[src/rtl/spi_ctrl_pkg.sv]
// Shared constants and types for the SPI controller.
// Assumes the host register width is 8 bits.
package spi_ctrl_pkg;
    localparam int RATE_W = 3;

    localparam logic [1:0] ADR_DATA = 2'd0;
    localparam logic [1:0] ADR_CTRL = 2'd1;
    localparam logic [1:0] ADR_STAT = 2'd2;
    localparam logic [1:0] ADR_SSEL = 2'd3;

    // Control register layout, MSB first.
    typedef struct packed {
        logic              ie;
        logic [RATE_W-1:0] rate;
        logic              cpha;
        logic              cpol;
        logic              mstr;
        logic              en;
    } ctrl_t;
endpackage

[src/rtl/spi_sync.sv]
// Multi-stage synchronizer for asynchronous pin inputs.
// Assumes STAGES >= 2; each bit is treated independently.
module spi_sync #(
    parameter int             W       = 3,
    parameter int             STAGES  = 2,
    parameter logic [W-1:0]   RST_VAL = '0
) (
    input  logic         clk,
    input  logic         rst_n,
    input  logic [W-1:0] d,
    output logic [W-1:0] q
);
    logic [W-1:0] stg [STAGES];

    // Shift pin values through the synchronizer chain.
    always_ff @(posedge clk) begin
        if (!rst_n) begin
            for (int i = 0; i < STAGES; i++) stg[i] <= RST_VAL;
        end else begin
            stg[0] <= d;
            for (int i = 1; i < STAGES; i++) stg[i] <= stg[i-1];
        end
    end

    assign q = stg[STAGES-1];
endmodule

[src/rtl/spi_baud.sv]
// Master clock divider: pulses tick every 2^(rate+1) cycles while run is high.
// Assumes run is held for a whole transfer; the count restarts when run drops.
module spi_baud #(
    parameter int RATE_W = 3
) (
    input  logic              clk,
    input  logic              rst_n,
    input  logic              run,
    input  logic [RATE_W-1:0] rate,
    output logic              tick
);
    localparam int CNT_W = (1 << RATE_W) + 1;

    logic [CNT_W-1:0] cnt;
    logic [CNT_W-1:0] lim;

    assign lim  = (CNT_W'(2) << rate) - CNT_W'(1);
    assign tick = run && (cnt == lim);

    // Count cycles of the current half period.
    always_ff @(posedge clk) begin
        if (!rst_n)      cnt <= '0;
        else if (!run)   cnt <= '0;
        else if (tick)   cnt <= '0;
        else             cnt <= cnt + 1'b1;
    end


    tick_gap_chk: assert property (@(posedge clk) disable iff (!rst_n)
        tick |=> !tick);
endmodule

[src/rtl/spi_shift.sv]
// Shift engine: MSB-first byte shifter driven by leading/trailing clock events.
// Phase 0 samples on leading and shifts on trailing; phase 1 changes output on
// leading and samples/shifts on trailing. load has priority over abort and edges.
module spi_shift #(
    parameter int DW = 8
) (
    input  logic          clk,
    input  logic          rst_n,
    input  logic          load,
    input  logic [DW-1:0] ld_data,
    input  logic          abort,
    input  logic          lead,
    input  logic          trail,
    input  logic          cpha,
    input  logic          sin,
    output logic          obit,
    output logic          done,
    output logic [DW-1:0] rx_next
);
    localparam int CW = $clog2(DW);

    logic [DW-1:0] sr;
    logic [CW-1:0] cnt;
    logic          smp;
    logic          rxbit;

    assign rxbit   = cpha ? sin : smp;
    assign rx_next = {sr[DW-2:0], rxbit};
    assign done    = trail && (cnt == CW'(DW-1));

    // Load, sample and shift the serial byte.
    always_ff @(posedge clk) begin
        if (!rst_n) begin
            sr   <= '0;
            cnt  <= '0;
            smp  <= 1'b0;
            obit <= 1'b0;
        end else if (load) begin
            sr   <= ld_data;
            obit <= ld_data[DW-1];
            cnt  <= '0;
        end else if (abort) begin
            cnt  <= '0;
        end else begin
            if (lead) begin
                smp <= sin;
                if (cpha) obit <= sr[DW-1];
            end
            if (trail) begin
                sr  <= rx_next;
                cnt <= done ? '0 : cnt + 1'b1;
                if (!cpha) obit <= sr[DW-2];
            end
        end
    end


    load_msb_chk: assert property (@(posedge clk) disable iff (!rst_n)
        load |=> (obit == $past(ld_data[DW-1])));
endmodule

[src/rtl/spi_ctrl.sv]
// SPI controller top: host registers, master clock generation, slave edge
// detection, and the transfer/collision/overrun/fault flags.
// Assumes DW == 8 (register layout) and slave-side pins are asynchronous.
module spi_ctrl
    import spi_ctrl_pkg::*;
#(
    parameter int DW = 8
) (
    input  logic          clk,
    input  logic          rst_n,
    input  logic [1:0]    addr,
    input  logic          wr_en,
    input  logic          rd_en,
    input  logic [DW-1:0] wdata,
    output logic [DW-1:0] rdata,
    output logic          irq,
    output logic          sck_o,
    output logic          sck_oe,
    input  logic          sck_i,
    output logic          mosi_o,
    output logic          mosi_oe,
    input  logic          mosi_i,
    output logic          miso_o,
    output logic          miso_oe,
    input  logic          miso_i,
    input  logic          ss_n_i
);
    ctrl_t         ctrl;
    logic          sw_en, sw_lvl;
    logic          done_q, wcol_q, ovr_q, modf_q, arm_q;
    logic [DW-1:0] rbuf;
    logic          mbusy, sck_q, sck_prev;
    logic          sck_s, mosi_s, ss_s;
    logic          sel, is_m, is_s, busy, modf_evt;
    logic          data_wr, data_rd, data_acc, stat_rd, ctrl_wr, ssel_wr, any_acc;
    logic          clr_flags, clr_modf, hold;
    logic          load, start, tick;
    logic          m_lead, m_trail, s_edge, s_lead, s_trail, lead, trail;
    logic          abort, sin, obit, done_evt;
    logic [DW-1:0] rx_next;

    spi_sync #(.W(3), .STAGES(2), .RST_VAL(3'b001)) u_sync (
        .clk(clk), .rst_n(rst_n),
        .d({sck_i, mosi_i, ss_n_i}),
        .q({sck_s, mosi_s, ss_s})
    );

    // Mode and select decode.
    assign sel      = sw_en ? !sw_lvl : !ss_s;
    assign is_m     = ctrl.en && ctrl.mstr;
    assign is_s     = ctrl.en && !ctrl.mstr;
    assign modf_evt = is_m && sel;
    assign busy     = is_m ? mbusy : (is_s && sel);

    // Bus access decode.
    assign data_wr   = wr_en && (addr == ADR_DATA);
    assign data_rd   = rd_en && (addr == ADR_DATA);
    assign data_acc  = data_wr || data_rd;
    assign stat_rd   = rd_en && (addr == ADR_STAT);
    assign ctrl_wr   = wr_en && (addr == ADR_CTRL);
    assign ssel_wr   = wr_en && (addr == ADR_SSEL);
    assign any_acc   = wr_en || rd_en;
    assign clr_flags = arm_q && data_acc;
    assign clr_modf  = arm_q && ctrl_wr;
    assign hold      = done_q && !clr_flags;

    assign load  = data_wr && !busy;
    assign start = load && is_m && !modf_evt;

    spi_baud #(.RATE_W(RATE_W)) u_baud (
        .clk(clk), .rst_n(rst_n), .run(mbusy), .rate(ctrl.rate), .tick(tick)
    );

    // Clock edge classification for both roles.
    assign m_lead  = tick && (sck_q == ctrl.cpol) && !modf_evt;
    assign m_trail = tick && (sck_q != ctrl.cpol) && !modf_evt;
    assign s_edge  = is_s && sel && (sck_s != sck_prev);
    assign s_lead  = s_edge && (sck_prev == ctrl.cpol);
    assign s_trail = s_edge && (sck_prev != ctrl.cpol);
    assign lead    = is_m ? m_lead  : s_lead;
    assign trail   = is_m ? m_trail : s_trail;
    assign abort   = modf_evt || (is_s && !sel);
    assign sin     = ctrl.mstr ? miso_i : mosi_s;

    spi_shift #(.DW(DW)) u_shift (
        .clk(clk), .rst_n(rst_n), .load(load), .ld_data(wdata), .abort(abort),
        .lead(lead), .trail(trail), .cpha(ctrl.cpha), .sin(sin),
        .obit(obit), .done(done_evt), .rx_next(rx_next)
    );

    // Master transfer-in-progress state.
    always_ff @(posedge clk) begin
        if (!rst_n)                  mbusy <= 1'b0;
        else if (modf_evt || !is_m)  mbusy <= 1'b0;
        else if (start)              mbusy <= 1'b1;
        else if (done_evt)           mbusy <= 1'b0;
    end

    // Master SCK level: rests at CPOL, toggles on each divider tick.
    always_ff @(posedge clk) begin
        if (!rst_n)      sck_q <= 1'b0;
        else if (!mbusy) sck_q <= ctrl.cpol;
        else if (tick)   sck_q <= ~sck_q;
    end

    // Previous synchronized slave clock for edge detection.
    always_ff @(posedge clk) begin
        if (!rst_n) sck_prev <= 1'b0;
        else        sck_prev <= sck_s;
    end

    // Control register; a mode fault drops enable and master.
    always_ff @(posedge clk) begin
        if (!rst_n) begin
            ctrl <= '0;
        end else if (modf_evt) begin
            ctrl.en   <= 1'b0;
            ctrl.mstr <= 1'b0;
        end else if (ctrl_wr) begin
            ctrl <= ctrl_t'(wdata[7:0]);
        end
    end

    // Software select configuration.
    always_ff @(posedge clk) begin
        if (!rst_n) begin
            sw_en  <= 1'b0;
            sw_lvl <= 1'b0;
        end else if (ssel_wr) begin
            sw_en  <= wdata[0];
            sw_lvl <= wdata[1];
        end
    end

    // Arm flag: set by a status read, consumed by the next bus access.
    always_ff @(posedge clk) begin
        if (!rst_n)       arm_q <= 1'b0;
        else if (any_acc) arm_q <= stat_rd;
    end

    // Status flags and receive buffer.
    always_ff @(posedge clk) begin
        if (!rst_n) begin
            done_q <= 1'b0;
            wcol_q <= 1'b0;
            ovr_q  <= 1'b0;
            modf_q <= 1'b0;
            rbuf   <= '0;
        end else begin
            done_q <= hold || done_evt;
            ovr_q  <= (ovr_q && !clr_flags) || (done_evt && hold);
            wcol_q <= (wcol_q && !clr_flags) || (data_wr && busy);
            modf_q <= (modf_q && !clr_modf) || modf_evt;
            if (done_evt && !hold) rbuf <= rx_next;
        end
    end

    // Register read mux.
    always_comb begin
        unique case (addr)
            ADR_DATA: rdata = rbuf;
            ADR_CTRL: rdata = DW'(ctrl);
            ADR_STAT: rdata = DW'({modf_q, ovr_q, wcol_q, done_q});
            default:  rdata = DW'({sw_lvl, sw_en});
        endcase
    end

    assign irq     = ctrl.ie && (done_q || modf_q);
    assign sck_o   = sck_q;
    assign sck_oe  = is_m;
    assign mosi_o  = obit;
    assign mosi_oe = is_m;
    assign miso_o  = obit;
    assign miso_oe = is_s && sel;


    sck_idle_chk: assert property (@(posedge clk) disable iff (!rst_n)
        (!mbusy && $past(!mbusy) && (ctrl.cpol == $past(ctrl.cpol))) |-> (sck_o == ctrl.cpol));

    modf_stop_chk: assert property (@(posedge clk) disable iff (!rst_n)
        modf_evt |=> (!ctrl.en && !ctrl.mstr && modf_q && !sck_oe && !mosi_oe));

    ovr_keep_chk: assert property (@(posedge clk) disable iff (!rst_n)
        (done_evt && done_q && !clr_flags) |=> (ovr_q && $stable(rbuf)));

    wcol_set_chk: assert property (@(posedge clk) disable iff (!rst_n)
        (data_wr && busy) |=> wcol_q);

    done_set_chk: assert property (@(posedge clk) disable iff (!rst_n)
        (done_evt && !(done_q && !clr_flags)) |=> (done_q && (rbuf == $past(rx_next))));
endmodule

[config.mk]
export PLATFORM = sky130hd
export DESIGN_NAME = spi_ctrl
export DESIGN_NICKNAME = d
export VERILOG_FILES = /design/src/rtl/spi_ctrl_pkg.sv /design/src/rtl/spi_sync.sv /design/src/rtl/spi_baud.sv /design/src/rtl/spi_shift.sv /design/src/rtl/spi_ctrl.sv
export SDC_FILE = /design/constraint.sdc
export NUM_CORES = 1
export LEC_CHECK = 0
export ABC_AREA = 1
export BUFFER_PORTS_ARGS = -buffer_cell sky130_fd_sc_hd__buf_2
export CELL_PAD_IN_SITES_DETAIL_PLACEMENT = 0
export CELL_PAD_IN_SITES_GLOBAL_PLACEMENT = 1
export CORE_ASPECT_RATIO = 1.5
export CORE_MARGIN = 2
export CORE_UTILIZATION = 44
export CTS_BUF_LIST = sky130_fd_sc_hd__clkbuf_16
export DETAILED_ROUTE_END_ITERATION = 8
export GPL_TIMING_DRIVEN = 0
export PLACE_DENSITY_LB_ADDON = 0.08
export SETUP_SLACK_MARGIN = 0.2
export SLEW_MARGIN = 20
export SYNTH_ARGS = -nofsm -noshare
export SYNTH_HDL_FRONTEND = slang
export SYNTH_SLANG_ARGS = --single-unit
[constraint.sdc]
create_clock -name clk -period 5.45 [get_ports clk]
set_clock_uncertainty 0.05 [all_clocks]
set_input_delay 0.2725 -clock clk [delete_from_list [all_inputs] [get_ports clk]]
set_output_delay 0.2725 -clock clk [all_outputs]
set_load 0.02 [all_outputs]
[After elaboration in Yosys (flattened, before gate mapping)]
Memory sizes are Yosys's and may differ from the RTL's.
Cells that the tools add are included.
Storage, ports and cells
  flip-flop bits (word level): 48
  output and inout bits: 15
  RAM bits: 6
  memories kept: 1
  word-level logic and storage cells: 133
  input bits: 18
Memory list
  u_sync.stg: words 2, bits a word 3, read ports 2, clocked after Yosys merged registers in 0, wr ports 2, line spi_sync.sv:13  | logic [W-1:0] stg [STAGES];
Operators by class
  eq/ne operators: 12
  reductions and logical operators: 61
  add/subtract/negate cells: 3
  shifts and indexed selects: 1
  muxes and demuxes: 25
  bitwise operators: 8
Operator list (count)
  logical AND 1 bit: 32
  2-to-1 mux 8 bit: 3
  one-hot mux 8 bit (3 select lines): 1
  2-to-1 mux 1 bit: 18
  zero test 1 bit: 10
  adder 9 x 1 -> 9 bit, second input constant: 1
  equality test 9 bit: 1
  logical OR 1 bit: 9
  2-to-1 mux 3 bit: 3
  left shift 2 x 3 -> 9 bit, first input constant: 1
  subtractor 9 x 2 -> 9 bit, second input constant: 1
  NOT 1 bit: 6
  OR reduction 3 bit: 2
  equality test 2 bit, second input constant: 2
  AND reduction 2 bit: 2
  nonzero test 2 bit: 2
  OR reduction 2 bit: 2
  adder 3 x 1 -> 3 bit, second input constant: 1
  equality test 3 bit, second input constant: 1
  inequality test 1 bit: 3
  AND reduction 3 bit: 1
  equality test 1 bit: 2
  equality test 2 x 1 -> 1 bit, second input constant: 1
  zero test 2 bit: 1
  other kinds (3): 4

[Depth between registers and ports, before layout]
Gate-level depths: netlist of the first run.
  depth after elaboration: 12
  depth in mapped cells: 19
  depth with buffers taken out: 19

[By module]
Synthesis of the first run repeated with hierarchy kept, for this count alone.
Second synthesis, totals
  cell total of the unflattened synthesis: 431
  area total of the unflattened synthesis: 2991.6 sq um
Modules (own cells, without submodules)
  spi_ctrl: cells each 201, area each 1405.1 sq um, times used 1, seq. area each 520.5 sq um
  spi_shift: cells each 108, area each 765.7 sq um, times used 1, seq. area each 260.2 sq um
  spi_baud: cells each 101, area each 633.1 sq um, times used 1, seq. area each 180.2 sq um
  spi_sync: cells each 21, area each 187.7 sq um, times used 1, seq. area each 120.1 sq um

[Worst setup path after synthesis of the first run]
Ideal clock, no wire load.
  path type: flip-flop to flip-flop
  from: reg ctrl[5] in the netlist's numbering
  to: reg u_shift.sr[0]
  required time: 5.272 ns
  period minus slack after synthesis: 2.210 ns
  setup time: 0.128 ns
  buffers on the path: 1
  stages on the path, launching flop included: 18
  setup slack: 3.240 ns
  data arrival time: 2.033 ns
  path through: dfxtp_1 nor2_2 nand2_1 ha_1 inv_1 nand2_1 nand2_1 nor2_1 nand3_1 nor2_1 nand4_2 o21bai_4 inv_2 nand2_2 buf_4 nand3_1 o21ai_0 nor2_1
Between the ends
  longest elaborated chain between the ends: 9
RTL lines
  start: declaration: line spi_ctrl.sv:28  | ctrl_t ctrl;
  start signal: assignment: line spi_ctrl.sv:120  | ctrl <= ctrl_t'(wdata[7:0]);
  left shift 2 x 3 -> 9 bit: line spi_baud.sv:17  | assign lim = (CNT_W'(2) << rate) - CNT_W'(1);
  subtractor 9 x 2 -> 9 bit: line spi_baud.sv:17
  equality test 9 bit: line spi_baud.sv:18  | assign tick = run && (cnt == lim);
  logical AND 1 bit: line spi_baud.sv:18
  logical AND 1 bit (2 in series): line spi_ctrl.sv:76  | assign m_trail = tick && (sck_q != ctrl.cpol) && !modf_evt;
  2-to-1 mux 1 bit: line spi_ctrl.sv:81  | assign trail = is_m ? m_trail : s_trail;
  nonzero test 2 bit (no source line)
  AND reduction 2 bit (no source line)
  end signal: assignment: line spi_shift.sv:39  | sr <= ld_data;
  end signal: assignment: line spi_shift.sv:50  | sr <= rx_next;
  end: declaration: line spi_shift.sv:22  | logic [DW-1:0] sr;
Every way passes these cells.
A chain may end at the register's enable or synchronous reset.

[Worst setup path after layout of the first run]
  from: reg ctrl[5] in the netlist's numbering
  to: reg rbuf[2]
Between the ends
  longest elaborated chain between the ends: 9
RTL lines
  left shift 2 x 3 -> 9 bit: line spi_baud.sv:17
  subtractor 9 x 2 -> 9 bit: line spi_baud.sv:17
  equality test 9 bit: line spi_baud.sv:18
  logical AND 1 bit: line spi_baud.sv:18
  logical AND 1 bit (2 in series): line spi_ctrl.sv:76
  2-to-1 mux 1 bit: line spi_ctrl.sv:81
  logical AND 1 bit: line spi_shift.sv:29  | assign done = trail && (cnt == CW'(DW-1));
  logical AND 1 bit: line spi_ctrl.sv:154  | if (done_evt && !hold) rbuf <= rx_next;
  end signal: assignment: line spi_ctrl.sv:154
  end: declaration: line spi_ctrl.sv:31  | logic [DW-1:0] rbuf;
Every way passes these cells.

==> flow_summary.ini, run 1 <==
[run_status]
status = completed

[placed_design]
dp_hpwl_um = 5370
placedInstanceArea_mm2 = 0.00286
port_buffers = 30
setup_slack_placement_ns = 2.79
gp_congestion = 0.826

[global_route]
antenna_found_initial = 0
grt.overflow.total = 0
first_global_vias = 2428
grt_start_max_net_pins = 18
track_usage_pct = 22.8
wire_length_of_the_first_global_routing_pass_um = 11500

[timing]
final_critical_path_setup_slack_ns = 2.84
timing.max_slew.rel_slack_pct = 52.6
achievable-frequency_ghz = 0.383
layout_min_cycle_time_ns = 2.61
finalSetupViolCount = 0
hold_slack_ns = 0.108
portion_of_the_clock_cycle_consumed_by_the_worst_path_in_the_final_layout_pct = 47.9
finalHoldViolCount = 0
setup_tns_ns = 0
grt_setup_unrepaired = no
slew_viol_final = 0
worst_tran_pin_value_ns = 0.709

[routing]
ant_nets = 0
number_of_remaining_drc_errors = 0
dr_total_vias = 2545
drt_first_pass_iters = 4
wl_per_cell_um = 14.0
first_iter_violations = 125
drt_wl_total_um = 6840
viasPerCell = 5.19

[critical_path]
worstSetupStartpoint = ctrl[5]
cp.depth = 16
r2r_end = rbuf[2]
worst-path-buf-inv = 2
path_max_fanout = 8
required_ns = 5.56
cp_top_family = simple AND/OR/NAND/NOR gates
cpMaxStageDelayCell = dfxtp_1
reg2reg_from = ctrl[5]
cpMostUsedCell = nand2_1
r2r.worst_path.cells = 16
worst_setup_path_start_kind = flop
reg2reg_setup_slack_ns = 2.84
cp_slowest_stage_delay_ns = 0.37
setup.worst_path.class = reg -> reg
crit_end = rbuf[2]
arrival_time_of_data_at_the_critical_path_endpoint_ns = 2.72
worst_setup_path_end_kind = flop
cell_by_cell_trace_of_the_critical_path = nor2_2, nand2_1, ha_1, inv_1, nand2_1, nand2_1, nor2_1, nand3_1, nor2_1, nand4_2, o21bai_4, inv_2, nor2_4, nand2_1, nand2_1, a21oi_1

[logic_synthesis]
ys_async_sr_fraction_pct = 0
synth_enable_flop_cells = 0
postSynthNetCount = 402
synth_area_per_cell_um2 = 6.89
yosysWarningCount = 0
post_synth_top_area_cell = dfxtp_1
fraction_of_synthesized_cell_area_taken_by_the_top_area_cell_type_pct = 41.3
synthesis.instances = 380
synthFlopType = dfxtp_1
synth-seq-cells = 54
yosysUniqueCellTypes = 31
ys_seq_area_share_pct = 41.3
synthesis.area_mm2 = 0.00262
biggest_area_contributors_in_the_synthesized_netlist = dfxtp_1, nand2_1, nand3_1

[cts]
cts_hold_repair.buffers = 0
clk_pin_slew_worst_paths_ns = 0.07
cts_max_path_buffers = 2
cts_root_buf = clkbuf_16
cts_setup_buffers = 0
postCtsResizedCells = 0
clk_latency_ns = 0.29
numClockSinks = 54
cts_tree = yes
number_of_h_tree_levels = 2
cts_made_buffers = 5

[pwr]
power_mw = 0.852
static-leakage-power_nw = 1.25
ir_worst_vdd_mv = 0.167
power_per_cell_area_mw_per_mm2 = 281

[die]
fp.coreArea_mm2 = 0.00579
placementRows = 34
floorplan.initialDensity_pct = 45.2
dieArea_mm2 = 0.00659
die_height_um = 98.5
die-width_um = 67.0
top_level_i_o_count = 33

[layout]
commonest_non_fill_non_tap_cells_in_the_layout = nand2_1, dfxtp_1, nand3_1, nor2_1, inv_1
design_area_mm2 = 0.00303
fraction_of_layout_cells_with_a_size_suffix_above_1_pct = 13.6
most_common_cell_after_layout_fill_and_taps_aside = nand2_1
syn2layout_area_growth_pct = 15.7
nNetsFinal = 439
ant_cells = 0

[min_path]
hold_path.class = in -> reg

[job]
maxCapViolCount = 0
[worst reg2reg max path, stage by stage, from the launching register on]
cell	delay, ns
dfxtp_1	0.37
nor2_2	0.18
nand2_1	0.10
ha_1	0.31
inv_1	0.04
nand2_1	0.05
nand2_1	0.05
nor2_1	0.08
nand3_1	0.09
nor2_1	0.19
nand4_2	0.15
o21bai_4	0.21
inv_2	0.11
nor2_4	0.12
nand2_1	0.22
nand2_1	0.13
a21oi_1	0.06
[area by class of cell]
type,count,area [µm²]
fill,632,2760
multi-input combinational,277,1330
sequential,54,1080
timing repair buffer,30,150
inverter,38,143
clock buffer,5,125
tap,72,90.1
buffer,11,60.1
clock inverter,3,45.0
[through the flow]
| step | cells | utilization (%) |
|---|---|---|
| after floorplan | 380 | - |
| final | 490 | 52.3 |
| after detailed placement | 482 | 49.4 |
| after CTS | 490 | 52.3 |
| after global routing | 490 | 52.3 |
| after global placement | 482 | 49.4 |
[how the worst min path moves through the flow]
stage	start	end	slack (ns)	cells after the start
5_1_grt	ss_n_i	u_sync.stg[0][0]	0.10	2
2_1_floorplan	mosi_i	u_sync.stg[0][1]	0.32	2
6_report	ss_n_i	u_sync.stg[0][0]	0.11	2
4_1_cts	ss_n_i	u_sync.stg[0][0]	0.11	2
3_5_place_dp	u_sync.stg[0][0]	u_sync.stg[0][3]	0.35	1
3_3_place_gp	u_sync.stg[0][0]	u_sync.stg[0][3]	0.35	1
[cell families after synthesis]
logic type	count (synthesis)	synth area share, %
AO/OA/AOI/OAI	66	13.8
XOR/XNOR	7	2.34
adder cells (fa/ha/maj)	4	1.91
buffers and inverters	49	7.74
flip-flops	54	41.3
AND/OR/NAND/NOR	200	32.9
[power breakdown]
group | leakage [nW] | total (mW) | internal [mW] | switching (mW)
Combinational | 0.737 | 0.0772 | 0.0263 | 0.0509
Sequential | 0.439 | 0.411 | 0.404 | 0.00716
Clock | 0.0760 | 0.364 | 0.217 | 0.147
[layer usage]
metal	routed length (µm)	global-route usage (%)	vias up
li1	-	-	1317
met1	2790	27.0	1174
met2	3660	40.5	40
met3	207	3.08	14
met4	187	9.26	0
met5	0	0	-
[cells in the mapped netlist, types with 2 or more instances]
| library cell | n |
|---|---|
| nor2_1 | 36 |
| o21ai_0 | 28 |
| nor2_2 | 2 |
| clkinv_1 | 2 |
| dfxtp_1 | 54 |
| nand3b_1 | 2 |
| nand3_1 | 41 |
| inv_2 | 3 |
| xnor2_1 | 3 |
| nand2_1 | 103 |
| a31oi_1 | 4 |
| buf_4 | 3 |
| ha_1 | 4 |
| nor3_1 | 4 |
| a21oi_1 | 29 |
| clkbuf_1 | 7 |
| nand2_2 | 5 |
| or2_2 | 2 |
| inv_1 | 33 |
| xor2_1 | 4 |
[sequential cells by signal, indices dropped and copies added, names as in the netlist, 3 cells and up]
register	count
u_sync.stg	6
ctrl	8
u_shift.cnt	3
u_shift.sr	8
rbuf	8
u_baud.cnt	9
(Power assumes the default switching activity.)
==> inputs of run 2 (changes only) <==
--- a/config.mk
+++ b/config.mk
@@ -5,13 +5,13 @@
 export SDC_FILE = /design/constraint.sdc
 export NUM_CORES = 1
 export LEC_CHECK = 0
-export ABC_AREA = 1
+export ABC_AREA = 0
 export BUFFER_PORTS_ARGS = -buffer_cell sky130_fd_sc_hd__buf_2
 export CELL_PAD_IN_SITES_DETAIL_PLACEMENT = 0
 export CELL_PAD_IN_SITES_GLOBAL_PLACEMENT = 1
 export CORE_ASPECT_RATIO = 1.5
 export CORE_MARGIN = 2
-export CORE_UTILIZATION = 44
+export CORE_UTILIZATION = 40
 export CTS_BUF_LIST = sky130_fd_sc_hd__clkbuf_16
 export DETAILED_ROUTE_END_ITERATION = 8
 export GPL_TIMING_DRIVEN = 0
==> constraint.sdc (replaced) <==
create_clock -name clk -period 2.15 [get_ports clk]
set_clock_uncertainty 0.05 [all_clocks]
set_input_delay 0.1075 -clock clk [delete_from_list [all_inputs] [get_ports clk]]
set_output_delay 0.1075 -clock clk [all_outputs]
set_load 0.02 [all_outputs]
==> run 2 against run 1 <==
Compared with the run above: flip-flop and latch count stayed put; count of clock-buffer cells in the layout unchanged; synthesized cell count down 17%; largest cell class unchanged; sequential share of layout area fell by 4.5 points; routed wire length is 9.0% higher; final cell count decreased by 9.0%; the flow now finishes with violations (setup timing); highest routed layer unchanged.
==> flow_summary.ini, run 2 <==
[pwr]
clock_power_share_pct = 40.0
sw_frac_of_total_pct = 25.6
static-leakage-power_nw = 1.45
power_per_cell_area_mw_per_mm2 = 604
p_sw_mw = 0.535
ir_worst_vdd_mv = 0.423
p_int_mw = 1.56
power.sequential.fraction_pct = 49.5
comb_power_share_pct = 10.5

[logic_synthesis]
postSynthNetCount = 336
synthFlopType = dfxtp_1
yosysUniqueCellTypes = 49
post_synth_top_area_cell = dfxtp_1
synthesis.instances = 314
ys_seq_area_share_pct = 38.9
synth_common_cells = dfxtp_1, nand2_1, nor2_1
ys_async_sr_fraction_pct = 0
yosysWarningCount = 0
synth_area_per_cell_um2 = 8.86
yosys.cell_count.top_type = dfxtp_1
fraction_of_synthesized_cell_area_taken_by_the_top_area_cell_type_pct = 38.9
synthesis.area_mm2 = 0.00278
biggest_area_contributors_in_the_synthesized_netlist = dfxtp_1, mux2i_1, nand2_1
synth-seq-cells = 54
synth_enable_flop_cells = 0

[critical_path]
required_ns = 2.29
arrival_time_of_data_at_the_critical_path_endpoint_ns = 2.94
reg2reg_from = ctrl[6]
worst_setup_path_end_kind = flop
path_max_fanout = 7
r2r_end = rbuf[0]
worst_setup_path_start_kind = flop
reg2reg_setup_slack_ns = -0.65
r2r.worst_path.cells = 13
setup.worst_path.class = reg -> reg

[cts]
cts_max_path_buffers = 2
cts_root_buf = clkbuf_16
numClockSinks = 54
clk_pin_slew_worst_paths_ns = 0.07
cts_made_buffers = 5
number_of_h_tree_levels = 2
clk_latency_ns = 0.30
cts_tree = yes

[global_route]
antenna_found_initial = 0
grt_start_max_net_pins = 19
wire_length_of_the_first_global_routing_pass_um = 12100
track_usage_pct = 20.9
grt.overflow.total = 0
first_global_vias = 2351

[placed_design]
dp_hpwl_um = 5400
setup_slack_placement_ns = -0.691
gp_congestion = 0.741
port_buffers = 32

[timing]
worst_tran_pin_value_ns = 0.736
finalSetupViolCount = 34
timing.max_slew.rel_slack_pct = 50.9
achievable-frequency_ghz = 0.357
grt_setup_unrepaired = yes
setup_tns_ns = -17.13
finalHoldViolCount = 0
portion_of_the_clock_cycle_consumed_by_the_worst_path_in_the_final_layout_pct = 130
slew_viol_final = 0
layout_min_cycle_time_ns = 2.80
final_critical_path_setup_slack_ns = -0.648

[die]
die_height_um = 106
floorplan.initialDensity_pct = 40.9
placementRows = 37
fp.coreArea_mm2 = 0.00681
top_level_i_o_count = 33
dieArea_mm2 = 0.00765
die-width_um = 72.1

[layout]
most_common_cell_after_layout_fill_and_taps_aside = dfxtp_1
commonest_non_fill_non_tap_cells_in_the_layout = dfxtp_1, nand2_1, buf_2, mux2i_1, nor2_1
syn2layout_area_growth_pct = 24.7
nNetsFinal = 389
filler_cell_count = 683
max_flop_register = u_baud.cnt
fraction_of_layout_cells_with_a_size_suffix_above_1_pct = 28.0
ant_cells = 0
largest_reg_flops = 9

[routing]
dr_total_vias = 2373
wl_per_cell_um = 16.7
viasPerCell = 5.32
drt_wl_total_um = 7460
number_of_remaining_drc_errors = 0
ant_nets = 0
drt_first_pass_iters = 4
first_iter_violations = 79

[min_path]
min-delay-start = wdata[0]
worst_hold_path.endpoint = ctrl[0]
worst_hold_path.num_cells = 3
hold_path.class = in -> reg

[run_status]
failed_checks = setup timing
status = finished with violations

[job]
maxCapViolCount = 0
run 2: changes by cell type after synthesis, moves of 7 or more:
cell | before | now
o21ai_2 | 0 | 8
nor2_1 | 36 | 27
a21oi_1 | 29 | 16
nor2b_1 | 0 | 13
nand2_1 | 103 | 39
nand3_1 | 41 | 14
inv_1 | 33 | 8
and2_1 | 0 | 7
o21ai_0 | 28 | 15
mux2i_1 | 0 | 24
run 2: metal layers:
layer | part of all wire [%] | wire (µm) | GRT usage [%]
met1 | 40 | 3000 | 23.1
met2 | 55 | 4130 | 39.0
met3 | 2.7 | 198 | 3.70
met4 | 1.7 | 130 | 7.28
met5 | 0 | 0 | 0
run 2: cell type report:
cell class,instances,area (µm²),area share [%]
Multi-Input combinational cell,234,1680,48.4
Sequential cell,54,1080,31.3
Tap cell,78,97.6,2.81
Buffer,19,134,3.86
Inverter,8,30.0,0.866
Clock inverter,3,25.0,0.722
Clock buffer,5,125,3.61
Timing Repair Buffer,45,293,8.44
run 2: cells by family (layout without fill, tap and decap cells):
group                    Yosys count  after routing  synth area share [%]
AO/OA/AOI/OAI                     57             58                  14.6
XOR/XNOR                          15             15                  4.72
adder cells (fa/ha/maj)            4              4                  1.80
buffers and inverters             27             80                  4.86
flip-flops                        54             54                  38.9
multiplexers                      29             29                  11.6
AND/OR/NAND/NOR                  128            128                  23.6
run 2: metrics by stage:
stage | hold slack, ns | total power, mW | util (%) | instance area [µm²] | std cells
after CTS | 0.0256 | 2.11 | 50.5 | 3430 | 446
final | 0.0358 | 2.09 | 50.9 | 3470 | 446
after detailed placement | 0.242 | 1.26 | 45.1 | 3070 | 424
after floorplan | 0.159 | 1.19 | - | 2810 | 314
after global placement | 0.239 | 1.26 | 45.1 | 3070 | 424
after global routing | 0.0411 | 2.18 | 50.9 | 3470 | 446
run 2: how the worst max path moves through the flow:
stage                        from  endpoint  slack [ns]  cells after the start
after global placement    ctrl[5]   rbuf[6]       -0.65                     13
after floorplan           ctrl[5]   rbuf[6]       -0.48                     13
final                     ctrl[6]   rbuf[0]       -0.65                     13
after CTS                 ctrl[6]   rbuf[6]       -0.64                     13
after detailed placement  ctrl[5]   rbuf[7]       -0.69                     13
after global routing      ctrl[6]   rbuf[1]       -0.79                     13
run 2: what timing repair did:
| action | in CTS | in global routing |
|---|---|---|
| gates resized for setup | 19 | 8 |
| hold buffers | 3 | 0 |
| gates cloned | 2 | 0 |
| hold endpoints to repair | 3 | 0 |
| endpoints found under the setup margin | 34 | 40 |
| buffers inserted | 9 | 0 |
| pin swaps | 18 | 4 |
run 2: power groups by stage:
stage / Clock [mW] / Sequential [mW] / Combinational, mW
floorplan: 0 / 1.06 / 0.134
global placement: 0 / 1.06 / 0.196
detailed placement: 0 / 1.06 / 0.197
CTS: 0.859 / 1.04 / 0.215
global route: 0.902 / 1.04 / 0.241
finish: 0.836 / 1.04 / 0.220
run 2: critical path, cell delays in order (launching register included):
cell and delay (ns):
dfxtp_2 0.33, buf_6 0.11, or3_4 0.39, ha_4 0.17
buf_6 0.14, xnor2_4 0.13, nand3b_1 0.18, a211oi_2 0.26
o2111ai_2 0.16, o21a_4 0.26, nand3b_4 0.23, buf_6 0.18
nand3_2 0.05, o21ai_2 0.06
